$ cat src/rtl/pwrseq_pkg.sv
package pwrseq_pkg;

  typedef enum logic [2:0] {
    PS_STBY  = 3'd0,
    PS_CORE  = 3'd1,
    PS_BWAIT = 3'd2,
    PS_BSOFT = 3'd3,
    PS_RUN   = 3'd4
  } pwr_state_t;

  function automatic int imax(input int a, input int b);
    return (a > b) ? a : b;
  endfunction

  // states whose exit is paced by the tick counter
  function automatic logic is_timed(input pwr_state_t s);
    return (s == PS_CORE) || (s == PS_BWAIT) || (s == PS_BSOFT);
  endfunction

endpackage

$ cat src/rtl/pwrseq_timer.sv
module pwrseq_timer #(
  parameter int CW = 4
) (
  input  logic          clk,
  input  logic          rst_any,
  input  logic          clr,
  input  logic          tick,
  input  logic [CW-1:0] limit,
  output logic [CW-1:0] cnt,
  output logic          hit
);

  // last tick of the interval is being sampled now
  assign hit = tick && (cnt == (limit - CW'(1)));

  always_ff @(posedge clk or posedge rst_any) begin
    if (rst_any)       cnt <= '0;
    else if (clr)      cnt <= '0;
    else if (tick)     cnt <= cnt + CW'(1);
  end

endmodule

$ cat src/rtl/pwrseq_fsm.sv
module pwrseq_fsm
  import pwrseq_pkg::*;
#(
  parameter int CW           = 4,
  parameter int SETTLE_TICKS = 10,
  parameter int SOFT_TICKS   = 10
) (
  input  logic          clk,
  input  logic          rst_any,
  input  logic          stby_n,
  input  logic          boost_en,
  input  logic          therm_fault,
  input  logic          hit,
  output pwr_state_t    state,
  output logic          boost_live,
  output logic          tmr_clr,
  output logic [CW-1:0] limit,
  output logic          fault_evt
);

  pwr_state_t nxt;
  logic       live_nxt;

  assign fault_evt = stby_n && (state != PS_STBY) && therm_fault;
  assign limit     = (state == PS_BSOFT) ? CW'(SOFT_TICKS) : CW'(SETTLE_TICKS);

  always_comb begin
    nxt      = state;
    live_nxt = boost_live;
    if (!stby_n) begin
      nxt      = PS_STBY;
      live_nxt = 1'b0;
    end else if (fault_evt) begin
      nxt      = PS_CORE;
      live_nxt = 1'b0;
    end else begin
      unique case (state)
        PS_STBY: begin
          nxt      = PS_CORE;
          live_nxt = 1'b0;
        end
        PS_CORE: begin
          if (hit) nxt = boost_en ? PS_BWAIT : PS_RUN;
        end
        PS_BWAIT: begin
          if (!boost_en) nxt = PS_RUN;
          else if (hit)  nxt = PS_BSOFT;
        end
        PS_BSOFT: begin
          if (!boost_en) nxt = PS_RUN;
          else if (hit) begin
            nxt      = PS_RUN;
            live_nxt = 1'b1;
          end
        end
        PS_RUN: begin
          if (boost_live && !boost_en)      live_nxt = 1'b0;
          else if (!boost_live && boost_en) nxt      = PS_BWAIT;
        end
        default: begin
          nxt      = PS_STBY;
          live_nxt = 1'b0;
        end
      endcase
    end
  end

  assign tmr_clr = (nxt != state) || fault_evt || !is_timed(state);

  always_ff @(posedge clk or posedge rst_any) begin
    if (rst_any) begin
      state      <= PS_STBY;
      boost_live <= 1'b0;
    end else begin
      state      <= nxt;
      boost_live <= live_nxt;
    end
  end

endmodule

$ cat src/rtl/pwrseq_outdec.sv
module pwrseq_outdec
  import pwrseq_pkg::*;
(
  input  pwr_state_t state,
  input  logic       boost_live,
  output logic       ref_osc_en,
  output logic       boost_on,
  output logic       boost_pwm,
  output logic       normal_active
);

  logic run_boost;

  assign run_boost     = (state == PS_RUN) && boost_live;
  assign ref_osc_en    = (state != PS_STBY);
  assign boost_on      = (state == PS_BSOFT) || run_boost;
  assign boost_pwm     = run_boost;
  assign normal_active = (state == PS_RUN);

endmodule

$ cat src/rtl/pwrseq_top.sv
module pwrseq_top
  import pwrseq_pkg::*;
#(
  parameter int SETTLE_TICKS = 10,
  parameter int SOFT_TICKS   = 10
) (
  input  logic clk,
  input  logic rst_pin_n,
  input  logic por,
  input  logic stby_n,
  input  logic boost_en,
  input  logic therm_fault,
  input  logic tick_1k,
  output logic ref_osc_en,
  output logic boost_on,
  output logic boost_pwm,
  output logic normal_active
);

  localparam int TMR_MAX = imax(SETTLE_TICKS, SOFT_TICKS);
  localparam int CW      = $clog2(TMR_MAX + 1);

  logic          rst_any;
  pwr_state_t    state;
  logic          boost_live;
  logic          tmr_clr;
  logic          tmr_hit;
  logic          fault_evt;
  logic [CW-1:0] tmr_limit;
  logic [CW-1:0] tmr_cnt;

  assign rst_any = !rst_pin_n || por;

  pwrseq_timer #(.CW(CW)) u_timer (
    .clk    (clk),
    .rst_any(rst_any),
    .clr    (tmr_clr),
    .tick   (tick_1k),
    .limit  (tmr_limit),
    .cnt    (tmr_cnt),
    .hit    (tmr_hit)
  );

  pwrseq_fsm #(
    .CW          (CW),
    .SETTLE_TICKS(SETTLE_TICKS),
    .SOFT_TICKS  (SOFT_TICKS)
  ) u_fsm (
    .clk        (clk),
    .rst_any    (rst_any),
    .stby_n     (stby_n),
    .boost_en   (boost_en),
    .therm_fault(therm_fault),
    .hit        (tmr_hit),
    .state      (state),
    .boost_live (boost_live),
    .tmr_clr    (tmr_clr),
    .limit      (tmr_limit),
    .fault_evt  (fault_evt)
  );

  pwrseq_outdec u_dec (
    .state        (state),
    .boost_live   (boost_live),
    .ref_osc_en   (ref_osc_en),
    .boost_on     (boost_on),
    .boost_pwm    (boost_pwm),
    .normal_active(normal_active)
  );

endmodule

$ cat config.mk
export PLATFORM = sky130hd
export DESIGN_NAME = pwrseq_top
export DESIGN_NICKNAME = d
export VERILOG_FILES = /design/src/rtl/pwrseq_pkg.sv /design/src/rtl/pwrseq_timer.sv /design/src/rtl/pwrseq_fsm.sv /design/src/rtl/pwrseq_outdec.sv /design/src/rtl/pwrseq_top.sv
export SDC_FILE = /design/constraint.sdc
export NUM_CORES = 1
export LEC_CHECK = 0
export ABC_AREA = 1
export BUFFER_PORTS_ARGS = -buffer_cell sky130_fd_sc_hd__buf_2
export CAP_MARGIN = 20
export CORE_AREA = 8 8 45 47
export CTS_CLUSTER_SIZE = 8
export DETAILED_ROUTE_END_ITERATION = 6
export DIE_AREA = 0 0 53 55
export PLACE_DENSITY_LB_ADDON = 0.1
export SLEW_MARGIN = 20
export SYNTH_ARGS = -nofsm -noshare
export SYNTH_HDL_FRONTEND = slang
export SYNTH_SLANG_ARGS = --single-unit
$ cat constraint.sdc
create_clock -name clk -period 1.83 [get_ports clk]
set_input_delay 0.0915 -clock clk [delete_from_list [all_inputs] [get_ports clk]]
set_output_delay 0.0915 -clock clk [all_outputs]
set_load 0.02 [all_outputs]
==> results of run 1 <==
==> worst paths after layout <==
kind / startpoint / to / slack, ps / cells after the start
max reg2reg: u_timer.cnt[0]$_DFFE_PP0P_ / u_timer.cnt[0]$_DFFE_PP0P_ / 190 / 12
min reg2reg: u_timer.cnt[0]$_DFFE_PP0P_ / u_timer.cnt[0]$_DFFE_PP0P_ / 640 / 2
max in group asynchronous: rst_pin_n / u_timer.cnt[1]$_DFFE_PP0P_ / 670 / 5
max: u_timer.cnt[0]$_DFFE_PP0P_ / u_timer.cnt[0]$_DFFE_PP0P_ / 190 / 12
min: stby_n / u_fsm.state[0]$_DFF_PP0_ / 100 / 3
min in group asynchronous: por / u_fsm.boost_live$_DFFE_PP0P_ / 370 / 3
==> registers in the layout, summed over array words and instances (netlist names) <==
name	cells
u_timer.cnt	4
u_fsm.boost_live	1
u_fsm.state	3
==> synthesized netlist by cell type, types with 2 or more instances <==
cell      n
xor2_1    2
dfrtp_1   8
nand2_1  28
nand2_2   5
inv_1    13
a21oi_1   2
ha_1      2
nor2_2    2
nor3_1    5
nand3_1   6
o21ai_0   3
nand4_1   3
nor2_1    9
inv_2     2
==> power by group <==
part | switching [mW] | internal [mW] | total, mW
registers | 0.00641 | 0.181 | 0.187
clock network | 0.0604 | 0.0751 | 0.135
logic | 0.0427 | 0.0269 | 0.0697
total | 0.110 | 0.283 | 0.392
==> placed cells by master (no fill, tap or decap), types with 4 or more instances in the layout <==
cell type and count:
buf_2 10, nand3_1 6, nand2_2 5, dfrtp_1 8, nor2_1 8, inv_1 13, nor3_1 4, nand2_1 28
==> timing repair <==
| item | 4_1_cts | 5_1_grt |
|---|---|---|
| setup endpoints to repair | 0 | 2 |
| gates resized for setup | 0 | 2 |
| hold buffers | 2 | 0 |
| endpoints found under the hold margin | 8 | 0 |
==> worst reg2reg max path, delay by kind of cell, from the launching register on <==
| kind | cells | cell delay (ps) |
|---|---|---|
| AND/OR/NAND/NOR | 10 | 870 |
| flip-flops | 1 | 430 |
| adder cells (fa/ha/maj) | 1 | 220 |
| buffers and inverters | 1 | 50 |
==> through the flow <==
| step | total power, mW | cells | hold WS (ps) | worst slack (ps) | instance area [µm²] |
|---|---|---|---|---|---|
| global placement | 0.254 | 124 | 223 | 207 | 711 |
| global route | 0.412 | 129 | 148 | 25.6 | 761 |
| CTS | 0.394 | 129 | 99.9 | 209 | 753 |
| detailed placement | 0.256 | 124 | 216 | 224 | 711 |
| floorplan | 0.234 | 99 | 55.8 | 428 | 652 |
| finish | 0.392 | 129 | 99.6 | 193 | 761 |
==> metal layers <==
layer / track usage (%) / wire (µm) / up-vias
li1: - / - / 337
met1: 13.1 / 689 / 304
met2: 16.8 / 640 / 15
met3: 2.41 / 72 / 3
met4: 5.60 / 26 / 0
met5: 0 / 0 / -
==> cell type report <==
type	count	area [µm²]	area share, %
Inverter	17	66.3	8.72
Sequential cell	8	200	26.3
Timing Repair Buffer	12	70.1	9.21
Clock buffer	3	22.5	2.96
Tap cell	16	20.0	2.63
Multi-Input combinational cell	73	382	50.2
==> kinds of logic (layout without fill, tap and decap cells) <==
family	Yosys count	count (layout)	share of synthesized area (%)
AND/OR/NAND/NOR	62	62	44.7
buffers and inverters	18	32	11.9
flip-flops	8	8	30.7
AO/OA/AOI/OAI	6	6	4.80
XOR/XNOR	3	3	4.03
adder cells (fa/ha/maj)	2	2	3.84
==> implementation parameters, run 1 <==
Parameter                              Value

Status
  Result of the run    finished clean

Worst setup path
  Critical path data arrival time    1810 ps
  Type of element capturing the critical path    flop
  Worst Setup Start Kind    flop
  Critical-path top delay cell    dfrtp_1
  CP most frequent cell    nand2_1
  Number of buffer and inverter instances along the worst setup path    1
  Cells traversed along the worst timing path    ha_1 > nand2_1 > inv_1 > nand2_1 > nand2_1 > nand2_1 > nand2_1 > nand2_1 > nand2_1 > nand2_1 > nand3_2 > nor3_1
  Largest fanout of any net on the critical path    4
  Largest delay share family, worst path    simple AND/OR/NAND/NOR gates
  Type of the worst setup path    reg2reg
  Largest stage delay, worst path    430 ps
  Critical path required time    2000 ps

Pwr
  Power per cell area    516 nW/µm²
  Static leakage    0.417 nW
  Highest ir drop seen on vdd    332 µV

Clocking
  Clk sinks    8
  CTS root buffer    clkbuf_4
  CTS tree    done
  # Post-CTS Setup Buffers    0
  Max Root-Sink Buffers    2
  Clock latency of the later-clocked register in the worst-skew pair    250 ps
  TritonCTS buffer count    3
  Clock slew at the register clock pins of the worst setup and hold paths    50 ps
  H-tree level count    1

STA
  Transition time at the pin with the least slew margin    358 ps
  Unrepaired setup endpoints after global routing    no
  Pins over their slew limit    0
  Peak Freq    0.611 GHz
  Remaining max-slew budget at the tightest pin    76.1%
  Final period utilization    89.5%
  Endpoints failing setup    0
  Clock Skew    0.979 ps
  Total Neg Setup Slack    0 ps
  Time the worst path needs with I/O delays and setup    1640 ps
  Number of hold violations in the final report    0

Logic synthesis
  Primary flip-flop cell chosen by synthesis mapping    dfrtp_1
  Post-synth top area share    30.7%
  Gate count of the mapped netlist    99
  Average footprint of a synthesized cell    6.58 µm²
  Cell types with the largest area share after synthesis    dfrtp_1 (31%), nand2_1 (16%), inv_1 (7.5%)
  Dominant cell type by area after synthesis    dfrtp_1
  Count of warnings emitted by yosys    0
  Post-synth design cell area    652 µm²
  Register area share after synthesis    30.7%
  Syn Nets    108
  Distinct cell type count after synthesis    23
  Number of synthesized register bits    8
  Fraction of registers with async set or reset after synthesis    100%
  Number of synthesized flops with an enable pin    0

Detailed routing
  Drt first-iter violations    11
  Sum of routed wire length over all layers    1430 µm
  DR pass1 iterations    4
  Post-route DRC violation count    0
  Routed via count    659
  DRT antenna net count    0
  Wire length per cell    11.1 µm
  Via/cell ratio    5.11

Die
  Height of the die    55 µm
  Die Outline Area    2920 µm²
  Top-level port count    11
  Number of rows created at floorplan    14
  CORE AREA    1380 µm²
  Horizontal die dimension    53 µm
  Starting Density    47.1%

Finish
  Nets    124
  Ant diodes    0
  Fill cell count    150
  Area Growth Syn to Fin    16.7%
  Final design utilization    55.0%
  Share of layout cells above drive strength 1    23.9%

Job
  Max-cap viol count    0

GRT
  Wire length of the first global-routing pass    2390 µm
  Initial antenna violation count    0
  GRT Total Usage    10.6%
  Sum of overflow across all layers after global routing    0
  Maximum number of pins on one net before global-route repair    10
  Number of global-route vias before repair    618

Placed design
  Port-buffer cells    10
  Placer Congestion    0.847
  DP HPWL    1160 µm

Min path
  Path category of the worst min-delay check    in2reg
(Power assumes the default switching activity.)
==> run 2, diff against run 1 <==
==> constraint.sdc (replaced) <==
create_clock -name clk -period 2 [get_ports clk]
set_input_delay 0.1 -clock clk [delete_from_list [all_inputs] [get_ports clk]]
set_output_delay 0.1 -clock clk [all_outputs]
set_load 0.02 [all_outputs]
==> implementation parameters, run 2 (synthesis gave the netlist of run 1 again) <==
Parameter                              Value

Worst setup path
  Critical path required time    2160 ps
  Cells traversed along the worst timing path    clkinv_1 > nand2_2 > nand2_2 > nor2_2 > nand3_1 > nand2_1 > nand2_1 > nand2_1 > nand2_2 > nor3_1
  Number of buffer and inverter instances along the worst setup path    1
  Largest fanout of any net on the critical path    9
  Internal reg-to-reg setup slack    360 ps
  Reg2Reg Capture Point    u_timer.cnt[2]$_DFFE_PP0P_
  RR Startpoint    u_fsm.state[1]$_DFF_PP0_
  Worst Setup Start Kind    flop
  R2r worst-path depth    10
  Largest stage delay, worst path    540 ps
  Type of element capturing the critical path    flop
  Largest delay share family, worst path    simple AND/OR/NAND/NOR gates
  Critical path data arrival time    1800 ps
  Type of the worst setup path    reg2reg
  Critical-path top delay cell    dfrtp_1

Clocking
  Clk sinks    8
  TritonCTS buffer count    3
  Max Root-Sink Buffers    2
  CTS root buffer    clkbuf_4
  Clock slew at the register clock pins of the worst setup and hold paths    50 ps
  H-tree level count    1
  Post-CTS sizing    0
  CTS tree    done
  Clock latency of the later-clocked register in the worst-skew pair    250 ps

Finish
  Register with the highest flop count    u_timer.cnt
  Share of layout cells above drive strength 1    22.1%
  Nets    124
  Biggest registers after layout    u_timer.cnt: 4 flops, u_fsm.state: 3 flops, u_fsm.boost_live: 1 flops
  Fill cell count    145
  Commonest non-fill, non-tap cell in the layout    nand2_1
  Final design utilization    54.4%
  Max reg flops    4
  Most used cells in the layout excluding fill and tap cells    nand2_1 (28), inv_1 (13), buf_2 (10), nor2_1 (9), dfrtp_1 (8)
  Ant diodes    0
  Area Growth Syn to Fin    15.5%

Detailed routing
  Post-route DRC violation count    0
  Routed via count    639
  DRT antenna net count    0
  Drt first-iter violations    15
  Sum of routed wire length over all layers    1280 µm
  Via/cell ratio    4.95
  Wire length per cell    9.95 µm
  DR pass1 iterations    4

Pwr
  Static leakage    0.416 nW
  Internal power of the cells    0.258 mW
  Highest ir drop seen on vdd    369 µV
  Share of power burned in registers    48.7%
  Clk network pwr share    33.8%
  Power per cell area    467 nW/µm²
  Fraction of power spent switching nets    26.6%
  NetSw    0.0937 mW
  Part of the power in combinational logic    17.5%
  Post-layout total power    0.352 mW

STA
  Final period utilization    81.8%
  Transition time at the pin with the least slew margin    362 ps
  Total Neg Setup Slack    0 ps
  Number of hold violations in the final report    0
  Remaining max-slew budget at the tightest pin    75.8%
  Pins over their slew limit    0
  Unrepaired setup endpoints after global routing    no
  Peak Freq    0.611 GHz
  Clock Skew    2.91 ps
  Endpoints failing setup    0
  Time the worst path needs with I/O delays and setup    1640 ps

GRT
  Maximum number of pins on one net before global-route repair    10
  Initial antenna violation count    0
  Number of global-route vias before repair    549
  Wire length of the first global-routing pass    2210 µm
  Sum of overflow across all layers after global routing    0
  GRT Total Usage    9.98%

Die
  Number of rows created at floorplan    14
  Height of the die    55 µm
  Top-level port count    11
  Die Outline Area    2920 µm²
  Starting Density    47.1%
  Horizontal die dimension    53 µm
  CORE AREA    1380 µm²

Min path
  Source of the worst hold timing path    stby_n
  Worst Hold End    u_fsm.state[0]$_DFF_PP0_
  Cell depth of the worst min-delay path    3
  Path category of the worst min-delay check    in2reg

Placed design
  Placer Congestion    0.835
  DP HPWL    1040 µm
  Port-buffer cells    10

Job
  Max-cap viol count    0

Status
  Result of the run    finished clean
## run 2: tightest hold or removal path, stage by stage
cell     delay, ps
buf_2          110
nand2_1         70
inv_1           50
## run 2: cell type report
class / instances / area (µm²) / share of cell area (%)
clock buffer: 3 / 22.5 / 2.99
inverter: 17 / 66.3 / 8.80
multi-input combinational: 73 / 374 / 49.7
sequential: 8 / 200 / 26.6
tap: 16 / 20.0 / 2.66
timing repair buffer: 12 / 70.1 / 9.30
## run 2: timing repair
action	CTS	global route
setup buffers	0	0
hold endpoints to repair	8	0
hold buffers	2	0
## run 2: power groups by stage
stage	Sequential, mW	Combinational [mW]	Clock [mW]
after floorplan	0.173	0.0415	0
after global placement	0.174	0.0589	0
after detailed placement	0.174	0.0589	0
after CTS	0.171	0.0621	0.125
after global routing	0.172	0.0717	0.131
final	0.171	0.0615	0.119
## run 2: worst max path at each step
stage / startpoint / end / cells past startpoint
6_report: u_fsm.state[1]$_DFF_PP0_ / u_timer.cnt[2]$_DFFE_PP0P_ / 10
5_1_grt: u_fsm.state[1]$_DFF_PP0_ / u_timer.cnt[0]$_DFFE_PP0P_ / 10
4_1_cts: u_fsm.state[1]$_DFF_PP0_ / u_timer.cnt[0]$_DFFE_PP0P_ / 10
3_5_place_dp: u_fsm.state[1]$_DFF_PP0_ / u_timer.cnt[0]$_DFFE_PP0P_ / 10
3_3_place_gp: u_fsm.state[1]$_DFF_PP0_ / u_timer.cnt[0]$_DFFE_PP0P_ / 10
2_1_floorplan: u_fsm.state[1]$_DFF_PP0_ / u_timer.cnt[0]$_DFFE_PP0P_ / 10
## run 2: metrics by stage
step	instance area [µm²]	setup WS, ps	instances	hold slack, ps
after global placement	711	382	124	231
after global routing	753	137	129	140
final	753	363	129	119
after floorplan	652	598	99	64.3
after CTS	753	351	129	125
after detailed placement	711	371	124	231
## run 2: per-layer routing
| layer | vias to the layer above | share of wire (%) | global-route usage [%] | wire length, µm |
|---|---|---|---|---|
| met5 | - | 0 | 0 | 0 |
| li1 | 336 | - | - | - |
| met1 | 286 | 51 | 12.3 | 652 |
| met2 | 15 | 43 | 15.6 | 558 |
| met4 | 0 | 0.47 | 2.59 | 6 |
| met3 | 2 | 5.2 | 4.28 | 67 |
==> run 3, diff against run 2 <==
==> constraint.sdc (replaced) <==
create_clock -name clk -period 1.6 [get_ports clk]
set_input_delay 0.08 -clock clk [delete_from_list [all_inputs] [get_ports clk]]
set_output_delay 0.08 -clock clk [all_outputs]
set_load 0.02 [all_outputs]
==> implementation parameters, run 3 (synthesis gave the netlist of run 1 again) <==
Parameter                              Value

Clocking
  TritonCTS buffer count    3
  CTS tree    done
  H-tree level count    1
  Clock latency of the later-clocked register in the worst-skew pair    250 ps
  Clk sinks    8
  CTS root buffer    clkbuf_4
  Max Root-Sink Buffers    2
  Clock slew at the register clock pins of the worst setup and hold paths    60 ps

Finish
  Biggest registers after layout    u_timer.cnt: 4 flops, u_fsm.state: 3 flops, u_fsm.boost_live: 1 flops
  Nets    131
  Max reg flops    4
  Fill cell count    135
  Ant diodes    0
  Commonest non-fill, non-tap cell in the layout    nand2_1
  Most used cells in the layout excluding fill and tap cells    nand2_1 (24), inv_1 (12), buf_2 (9)
  Register with the highest flop count    u_timer.cnt
  Share of layout cells above drive strength 1    35.8%
  Area Growth Syn to Fin    30.5%

STA
  Time the worst path needs with I/O delays and setup    1530 ps
  Tightest hold margin    99.7 ps
  Endpoints failing setup    0
  Unrepaired setup endpoints after global routing    yes
  Remaining max-slew budget at the tightest pin    55.3%
  Peak Freq    0.655 GHz
  Transition time at the pin with the least slew margin    668 ps
  Final period utilization    95.5%
  Number of hold violations in the final report    0
  Clock Skew    4.52 ps
  Pins over their slew limit    0

Worst setup path
  Number of buffer and inverter instances along the worst setup path    1
  Type of the worst setup path    reg2reg
  Worst Setup Start Kind    flop
  Cells traversed along the worst timing path    inv_1 > ha_2 > nand2_4 > nor2_4 > nand2_1 > nand2_1 > nand2_1 > nand2_2 > nand2_2 > nand2_1 > nand3_2 > nor3_2
  Critical path required time    1770 ps
  Critical path data arrival time    1700 ps
  CP most frequent cell    nand2_1
  Largest stage delay, worst path    370 ps
  Largest fanout of any net on the critical path    4
  Largest delay share family, worst path    simple AND/OR/NAND/NOR gates
  Critical-path top delay cell    dfrtp_1
  Type of element capturing the critical path    flop

GRT
  Number of global-route vias before repair    561
  Sum of overflow across all layers after global routing    0
  Initial antenna violation count    0
  Wire length of the first global-routing pass    2310 µm
  Maximum number of pins on one net before global-route repair    10
  GRT Total Usage    10.5%

Die
  Die Outline Area    2920 µm²
  Top-level port count    11
  Number of rows created at floorplan    14
  Horizontal die dimension    53 µm
  CORE AREA    1380 µm²
  Height of the die    55 µm
  Starting Density    47.1%

Detailed routing
  Routed via count    657
  DRT antenna net count    0
  DR pass1 iterations    4
  Wire length per cell    11.2 µm
  Via/cell ratio    4.83
  Post-route DRC violation count    0
  Sum of routed wire length over all layers    1520 µm
  Drt first-iter violations    10

Placed design
  DP HPWL    1150 µm
  Placer Congestion    0.830
  Port-buffer cells    10

Pwr
  Power per cell area    543 nW/µm²
  Post-layout total power    0.462 mW
  Static leakage    0.457 nW
  Highest ir drop seen on vdd    332 µV

Min path
  Path category of the worst min-delay check    in2reg

Job
  Max-cap viol count    0

Status
  Result of the run    finished clean
==> run 3: cell types whose count changed in the layout (fill, tap and decap cells not counted), sizes merged <==
| cell | previous run | this run |
|---|---|---|
| buf | 10 | 17 |
==> run 3: worst reg2reg max path, delay by kind of cell, from the launching register on <==
kind                     cells  cell delay, ps
AND/OR/NAND/NOR             10             840
flip-flops                   1             370
adder cells (fa/ha/maj)      1             180
buffers and inverters        1              60
==> run 3: cell type report <==
cell class / instances / area, µm² / area share, %
clock buffers: 3 / 22.5 / 2.65
multi-input cells: 73 / 414 / 48.7
well taps: 16 / 20.0 / 2.35
inverters: 17 / 66.3 / 7.79
repair buffers: 19 / 125 / 14.7
flip-flops and latches: 8 / 203 / 23.8
==> run 3: layer usage <==
metal	vias up	track usage [%]	routed length (µm)	share of wire, %
met2	12	18.0	747	49
li1	357	-	-	-
met4	0	3.88	6	0.40
met1	286	12.8	715	47
met5	-	0	0	0
met3	2	1.60	49	3.2
==> run 3: power by group <==
| group | leakage, nW | internal (mW) | switching (mW) | total, mW |
|---|---|---|---|---|
| Clock | 0.0138 | 0.0858 | 0.0680 | 0.154 |
| Combinational | 0.337 | 0.0386 | 0.0566 | 0.0952 |
| Sequential | 0.106 | 0.207 | 0.00590 | 0.213 |
==> run 3: timing repair <==
item                                   CTS  global route
setup endpoints to repair                4             5
setup buffers                            0             3
gates resized for setup                  3            13
cloned                                   0             0
hold buffers                             2             0
pin swaps                                0             5
endpoints found under the hold margin    8             0
==> run 3: worst paths after layout <==
path,startpoint,endpoint,slack (ps),depth (start not counted)
worst min-delay path,stby_n,u_fsm.state[0]$_DFF_PP0_,100,3
worst max register to register,u_timer.cnt[1]$_DFFE_PP0P_,u_timer.cnt[0]$_DFFE_PP0P_,70,12
worst max-delay path,u_timer.cnt[1]$_DFFE_PP0P_,u_timer.cnt[0]$_DFFE_PP0P_,70,12
max in group asynchronous,por,u_fsm.state[0]$_DFF_PP0_,620,3
min in group asynchronous,rst_pin_n,u_fsm.state[2]$_DFF_PP0_,490,4
worst min register to register,u_fsm.boost_live$_DFFE_PP0P_,u_fsm.boost_live$_DFFE_PP0P_,640,2
==> run 3: through the flow <==
stage	cells	instance area (µm²)	util, %	setup TNS (ps)	worst slack [ps]
final	136	851	61.5	0	72.2
after global routing	136	851	61.5	-83.2	-34.4
after CTS	133	792	57.2	0	10.0
after detailed placement	128	741	53.5	-160	-88.0
after global placement	128	741	53.5	-12.4	-10.9
after floorplan	99	652	-	0	198
